--- src/rtl/sreg_pkg.sv ---
package sreg_pkg;
  typedef enum logic [2:0] {
    CMD_NOP    = 3'd0,
    CMD_WREN   = 3'd1,
    CMD_WRDI   = 3'd2,
    CMD_WRSR   = 3'd3,
    CMD_RDSR   = 3'd4,
    CMD_PROG   = 3'd5,
    CMD_SERASE = 3'd6,
    CMD_CERASE = 3'd7
  } cmd_e;

  localparam int unsigned BIT_WIP  = 0;
  localparam int unsigned BIT_WEL  = 1;
  localparam int unsigned BIT_BP_L = 2;
  localparam int unsigned BIT_BP_H = 5;
  localparam int unsigned BIT_FAIL = 6;
  localparam int unsigned BIT_LOCK = 7;
  localparam int unsigned BP_W     = BIT_BP_H - BIT_BP_L + 1;

  // status bits a status write may load
  localparam logic [7:0] WRSR_MASK = 8'b1011_1100;
endpackage

--- src/rtl/sreg_prot_decode.sv ---
module sreg_prot_decode
  import sreg_pkg::*;
#(
  parameter int unsigned SEC_W = 7
) (
  input  logic [BP_W-1:0]  bp_i,
  input  logic [SEC_W-1:0] sec_i,
  output logic             hit_o,
  output logic             any_o
);
  localparam int unsigned NUM_SEC = 1 << SEC_W;
  localparam int unsigned CW      = SEC_W + 1;

  // hit_vec[k]: sector lies in the top 2^k sectors
  logic [SEC_W:0] hit_vec;

  assign hit_vec[0]     = 1'b0;
  assign hit_vec[SEC_W] = 1'b1;

  for (genvar k = 1; k < SEC_W; k++) begin : g_band
    localparam logic [CW-1:0] BASE = CW'(NUM_SEC - (1 << k));
    assign hit_vec[k] = {1'b0, sec_i} >= BASE;
  end

  always_comb begin
    if (32'(bp_i) >= SEC_W) hit_o = 1'b1;
    else                    hit_o = hit_vec[bp_i];
  end

  assign any_o = |bp_i;
endmodule

--- src/rtl/sreg_cmd_check.sv ---
module sreg_cmd_check
  import sreg_pkg::*;
(
  input  cmd_e op_i,
  input  logic wip_i,
  input  logic wel_i,
  input  logic lock_i,
  input  logic wp_ni,
  input  logic prot_hit_i,
  input  logic prot_any_i,
  output logic wr_type_o,
  output logic grant_o,
  output logic reject_o
);
  always_comb begin
    unique case (op_i)
      CMD_WRSR, CMD_PROG, CMD_SERASE, CMD_CERASE: wr_type_o = 1'b1;
      default:                                    wr_type_o = 1'b0;
    endcase
  end

  always_comb begin
    grant_o  = 1'b0;
    reject_o = 1'b0;
    if (wr_type_o) begin
      if (wip_i || !wel_i) begin
        reject_o = 1'b1;
      end else begin
        unique case (op_i)
          CMD_WRSR:            reject_o = lock_i && !wp_ni;
          CMD_PROG, CMD_SERASE: reject_o = prot_hit_i;
          CMD_CERASE:          reject_o = prot_any_i;
          default:             reject_o = 1'b1;
        endcase
        grant_o = !reject_o;
      end
    end
  end
endmodule

--- src/rtl/sreg_guard.sv ---
module sreg_guard
  import sreg_pkg::*;
#(
  parameter int unsigned ADDR_W  = 24,
  parameter int unsigned SEC_LSB = 16,
  parameter int unsigned SEC_W   = 7
) (
  input  logic              clk_i,
  input  logic              rst_ni,
  input  logic [2:0]        cmd_op_i,
  input  logic [7:0]        wr_data_i,
  input  logic [ADDR_W-1:0] addr_i,
  input  logic              wp_ni,
  input  logic              done_i,
  input  logic              fail_i,
  output logic [7:0]        status_o,
  output logic              grant_o,
  output logic              reject_o,
  output logic              wip_o,
  output logic              wel_o,
  output logic              fail_o
);
  localparam int unsigned SEC_MSB = SEC_LSB + SEC_W - 1;

  cmd_e       op;
  logic [7:0] sr_q, sr_d;
  logic       pe_q, pe_d;
  logic       grant_q, reject_q;
  logic       wr_type, grant_c, reject_c;
  logic       prot_hit, prot_any;

  assign op = cmd_e'(cmd_op_i);

  sreg_prot_decode #(.SEC_W(SEC_W)) i_prot (
    .bp_i  (sr_q[BIT_BP_H:BIT_BP_L]),
    .sec_i (addr_i[SEC_MSB:SEC_LSB]),
    .hit_o (prot_hit),
    .any_o (prot_any)
  );

  sreg_cmd_check i_check (
    .op_i       (op),
    .wip_i      (sr_q[BIT_WIP]),
    .wel_i      (sr_q[BIT_WEL]),
    .lock_i     (sr_q[BIT_LOCK]),
    .wp_ni      (wp_ni),
    .prot_hit_i (prot_hit),
    .prot_any_i (prot_any),
    .wr_type_o  (wr_type),
    .grant_o    (grant_c),
    .reject_o   (reject_c)
  );

  always_comb begin
    sr_d = sr_q;
    pe_d = pe_q;
    if (sr_q[BIT_WIP]) begin
      if (done_i) begin
        sr_d[BIT_WIP] = 1'b0;
        sr_d[BIT_WEL] = 1'b0;
        if (pe_q && fail_i) sr_d[BIT_FAIL] = 1'b1;
      end
    end else begin
      if (op == CMD_WREN) sr_d[BIT_WEL] = 1'b1;
      if (op == CMD_WRDI) sr_d[BIT_WEL] = 1'b0;
      if (wr_type)        sr_d[BIT_FAIL] = 1'b0;
      if (grant_c) begin
        sr_d[BIT_WIP] = 1'b1;
        pe_d          = (op != CMD_WRSR);
        if (op == CMD_WRSR)
          sr_d = (sr_d & ~WRSR_MASK) | (wr_data_i & WRSR_MASK);
      end
    end
  end

  always_ff @(posedge clk_i or negedge rst_ni) begin
    if (!rst_ni) begin
      sr_q     <= '0;
      pe_q     <= 1'b0;
      grant_q  <= 1'b0;
      reject_q <= 1'b0;
    end else begin
      sr_q     <= sr_d;
      pe_q     <= pe_d;
      grant_q  <= grant_c;
      reject_q <= reject_c;
    end
  end

  assign status_o = sr_q;
  assign grant_o  = grant_q;
  assign reject_o = reject_q;
  assign wip_o    = sr_q[BIT_WIP];
  assign wel_o    = sr_q[BIT_WEL];
  assign fail_o   = sr_q[BIT_FAIL];

  assert_one_verdict_R11: assert property (@(posedge clk_i) disable iff (!rst_ni)
    !(grant_q && reject_q));

  assert_grant_busy_R4: assert property (@(posedge clk_i) disable iff (!rst_ni)
    $rose(sr_q[BIT_WIP]) |-> grant_q);

  assert_no_wel_reject_R3: assert property (@(posedge clk_i) disable iff (!rst_ni)
    (!sr_q[BIT_WIP] && wr_type && !sr_q[BIT_WEL]) |=> (reject_q && !sr_q[BIT_WIP]));

  assert_hw_lock_R5: assert property (@(posedge clk_i) disable iff (!rst_ni)
    (!sr_q[BIT_WIP] && op == CMD_WRSR && sr_q[BIT_LOCK] && !wp_ni)
      |=> (reject_q && $stable({sr_q[BIT_LOCK], sr_q[BIT_BP_H:BIT_BP_L]})));

  assert_sector_guard_R6: assert property (@(posedge clk_i) disable iff (!rst_ni)
    (!sr_q[BIT_WIP] && (op == CMD_PROG || op == CMD_SERASE) && prot_hit) |=> reject_q);

  assert_chip_guard_R7: assert property (@(posedge clk_i) disable iff (!rst_ni)
    (!sr_q[BIT_WIP] && op == CMD_CERASE && prot_any) |=> reject_q);

  assert_busy_hold_R8: assert property (@(posedge clk_i) disable iff (!rst_ni)
    (sr_q[BIT_WIP] && !done_i) |=> sr_q[BIT_WIP]);

  assert_busy_end_R8: assert property (@(posedge clk_i) disable iff (!rst_ni)
    (sr_q[BIT_WIP] && done_i) |=> (!sr_q[BIT_WIP] && !sr_q[BIT_WEL]));

  assert_busy_freeze_R10: assert property (@(posedge clk_i) disable iff (!rst_ni)
    (sr_q[BIT_WIP] && !done_i) |=> $stable(sr_q));

  assert_fail_source_R9: assert property (@(posedge clk_i) disable iff (!rst_ni)
    $rose(sr_q[BIT_FAIL]) |-> $past(done_i && fail_i && pe_q));
endmodule

--- config.mk ---
export PLATFORM = sky130hd
export DESIGN_NAME = sreg_guard
export DESIGN_NICKNAME = d
export VERILOG_FILES = /design/src/rtl/sreg_pkg.sv /design/src/rtl/sreg_prot_decode.sv /design/src/rtl/sreg_cmd_check.sv /design/src/rtl/sreg_guard.sv
export SDC_FILE = /design/constraint.sdc
export NUM_CORES = 1
export LEC_CHECK = 0
export BUFFER_PORTS_ARGS = -buffer_cell sky130_fd_sc_hd__buf_2
export CAP_MARGIN = 30
export CORE_UTILIZATION = 39
export DETAILED_ROUTE_END_ITERATION = 7
export PLACE_DENSITY = 0.86
export SLEW_MARGIN = 20
export SYNTH_ARGS = -nofsm -noshare
export SYNTH_HDL_FRONTEND = slang
export SYNTH_SLANG_ARGS = --single-unit
--- constraint.sdc ---
create_clock -name clk_i -period 3.4 [get_ports clk_i]
set_clock_uncertainty 0.2 [all_clocks]
set_input_delay 0 -clock clk_i [delete_from_list [all_inputs] [get_ports clk_i]]
set_output_delay 0 -clock clk_i [all_outputs]
set_load 0.02 [all_outputs]
==> results.sh <==
export IMPL_outcome="complete, no violations"
export IMPL_drc=0
export IMPL_holdCritPathClass="input port to flip-flop"
export IMPL_slew_headroom_pct=67.0
export IMPL_drtIter0Drc=14
export IMPL_path_max_fanout=8
export IMPL_cts_tree="done"
export IMPL_clockPowerShare_pct=12.6
export IMPL_coreArea_mm2=0.00137
export IMPL_synth_top_family_by_area="compound AO/OA/AOI/OAI gates"
export IMPL_syn_avg_cell_area_um2=10.1
export IMPL_drive_above_1_share_pct=36.7
export IMPL_syn_area_um2=603
export IMPL_switching_share_pct=42.7
export IMPL_postCtsHoldBufs=18
export IMPL_synth_fa_ha_area_share_pct=0
export IMPL_synthArstFlopShare_pct=100
export IMPL_power_internal_uw=400
export IMPL_dp_hpwl_um=969
export IMPL_worst_slack_ns=0.792
export IMPL_synth_compound_area_share_pct=20.1
export IMPL_powerDensity_mw_per_mm2=732
export IMPL_ys_seq_area_share_pct=45.6
export IMPL_finalCriticalPeriod_ns=2.61
export IMPL_slowest_delay_ns=0.57
export IMPL_ios=53
export IMPL_port_buffers=31
export IMPL_clock_path_buffers=2
export IMPL_hold_viol_final=0
export IMPL_fillers=115
export IMPL_synth_xor_area_share_pct=1.45
export IMPL_post_cts_buffers=0
export IMPL_yosysTopAreaCell="dfrtp_1"
export IMPL_detail_route_wl_per_cell_um=12.4
export IMPL_vias_per_cell=5.19
export IMPL_vias=644
export IMPL_worstMarginPinSlew_ns=0.491
export IMPL_synth_seq_cells=11
export IMPL_fp_row_count=13
export IMPL_cp_top_family="buffers and inverters"
export IMPL_gr_usage_all_layers_pct=22.2
export IMPL_yosysWarnings=0
export IMPL_diodes=0
export IMPL_start_util_pct=44.1
export IMPL_endpoint_kind="flip-flop"
export IMPL_setup_viol=0
export IMPL_irDropWorstVdd_uv=496
export IMPL_p_switching_uw=298
export IMPL_die_area_mm2=0.00171
export IMPL_first_pass_iters=4
export IMPL_leakage_uw=0.000453
export IMPL_cp_num_cells=6
export IMPL_dpl_cell_count=102
export IMPL_synth_mux_area_share_pct=7.47
export IMPL_post_place_ws_ns=1.58
export IMPL_grt_pass1_wl_mm=2.45
export IMPL_period_share_pct=76.7
export IMPL_synthDistinctLibCells=26
export IMPL_clkSinkCount=11
export IMPL_place_congestion=0.707
export IMPL_worstSkewPairLatency_ns=0.26
export IMPL_path_clk_slew_ns=0.07
export IMPL_placed_area_um2=747
export IMPL_crit_required_ns=3.41
export IMPL_syn2layout_area_growth_pct=58.1
export IMPL_cts_repair_resized=0
export IMPL_ff2ff_path_depth=6
export IMPL_r2r_start="status_o[7]"
export IMPL_path_cells="nor2b_1 -> nor4_4 -> nand2_1 -> dlygate4sd3_1 -> o21ai_0 -> dlygate4sd3_1"
export IMPL_worst_ep_arrival_time_ns=2.61
export IMPL_synth_edf_count=0
export IMPL_antenna_found_initial=0
export IMPL_final_cell_mix="buf_2 (31), dlygate4sd3_1 (18), dfrtp_1 (11)"
export IMPL_slew_viol_final=0
export IMPL_grt_max_degree=12
export IMPL_htreeDepth=1
export IMPL_numCtsBuffers=3
export IMPL_cpMostUsedCell="dlygate4sd3_1"
export IMPL_synth_ff_type="dfrtp_1"
export IMPL_rsz0062_at_grt="false"
export IMPL_synth_top_area_share_pct=45.6
export IMPL_setup_tns_ns=0
export IMPL_cts_root_buf="clkbuf_4"
export IMPL_timing_critical_path_buf_inv=2
export IMPL_synth_nets=100
export IMPL_ys_top_cells_by_area="dfrtp_1 (46%), mux2_2 (7.5%), o21ai_0 (5.8%)"
export IMPL_comb_power_share_pct=51.4
export IMPL_die_y_um=41.3
export IMPL_crit_start="status_o[7]"
export IMPL_startpoint_type="flip-flop"
export IMPL_cp_endpoint="status_o[3]"
export IMPL_chipWidth_um=41.3
export IMPL_grt_pass1_vias=616
export IMPL_final_cell_area_um2=953
export IMPL_wirelength_mm=1.54
export IMPL_mostFrequentLayoutCell="buf_2"
export IMPL_final_cells=124
export IMPL_ant_nets=0
export IMPL_cpMaxStageDelayCell="dlygate4sd3_1"
export IMPL_overflow=0
export IMPL_fmax_ghz=0.383
export IMPL_finalNetCount=150
export IMPL_worstReg2RegEnd="status_o[3]"
export IMPL_critical_path_class="flip-flop to flip-flop"
export IMPL_worst_r2r_setup_slack_ns=0.79
export IMPL_sequentialPowerShare_pct=36.0
export IMPL_synth_simple_area_share_pct=18.5
export IMPL_syn_inst=60
export IMPL_maxCapViolCount=0
## synthesized netlist by cell type (2+ instances only)
cell type / n
o21ai_0: 7
buf_4: 4
o22ai_1: 2
inv_1: 3
nor3_1: 2
a22oi_1: 2
nand2_1: 5
nor2_1: 2
nand2b_1: 2
a31oi_1: 2
dfrtp_1: 11
mux2_2: 4
## cell type report
type                    count  area (um2)  share of cell area [%]
inverters                   3        11.3                    1.18
repair buffers             49         335                    35.2
clock buffers               4        26.3                    2.76
flip-flops and latches     11         275                    28.9
well taps                  15        18.8                    1.97
multi-input cells          42         287                    30.1
## routing by layer
layer  global-route usage [%]  share of wire [%]
met4                     7.26                  0
met1                     25.5                 44
met5                        0                  0
met3                     3.19                4.3
met2                     41.8                 52
## state kept, by name, indices dropped and copies added (netlist names)
register,count
status_o,8
reject_o,1
grant_o,1
pe_q,1
## cells by family after synthesis
group,after synthesis
xor+xnor,1
simple gates,18
flops,11
mux,4
compound gates,19
buf+inv,7
## power groups by stage
stage	clock network (uW)	registers (uW)	logic, uW
finish	88.0	251	359
global route	94.7	264	394
CTS	88.7	250	356
detailed placement	0	252	309
global placement	0	247	302
floorplan	0	298	183
## how the worst min path moves through the flow
stage	startpoint	endpoint	slack [ns]	depth (start not counted)
global route	cmd_op_i[1]	reject_o	0.1	3
CTS	cmd_op_i[1]	reject_o	0.04	3
finish	cmd_op_i[1]	reject_o	0.05	3
floorplan	rst_ni	grant_o	-0.50	0
global placement	rst_ni	status_o[0]	-0.33	1
detailed placement	rst_ni	reject_o	-0.32	1
## worst reg2reg max path, stage by stage (launching register included)
cell	delay (ns)
dfrtp_1	0.39
nor2b_1	0.17
nor4_4	0.49
nand2_1	0.09
dlygate4sd3_1	0.56
o21ai_0	0.08
dlygate4sd3_1	0.57
## metrics by stage
| step | power (uW) | util (%) | hold slack [ns] |
|---|---|---|---|
| 2_1_floorplan | 481 | - | -0.496 |
| 3_3_place_gp | 549 | 54.7 | -0.327 |
| 3_5_place_dp | 561 | 54.7 | -0.320 |
| 4_1_cts | 695 | 69.8 | 0.0424 |
| 5_1_grt | 754 | 69.8 | 0.0978 |
| 6_report | 698 | 69.8 | 0.0490 |
Power figures use the tool's default switching activity.
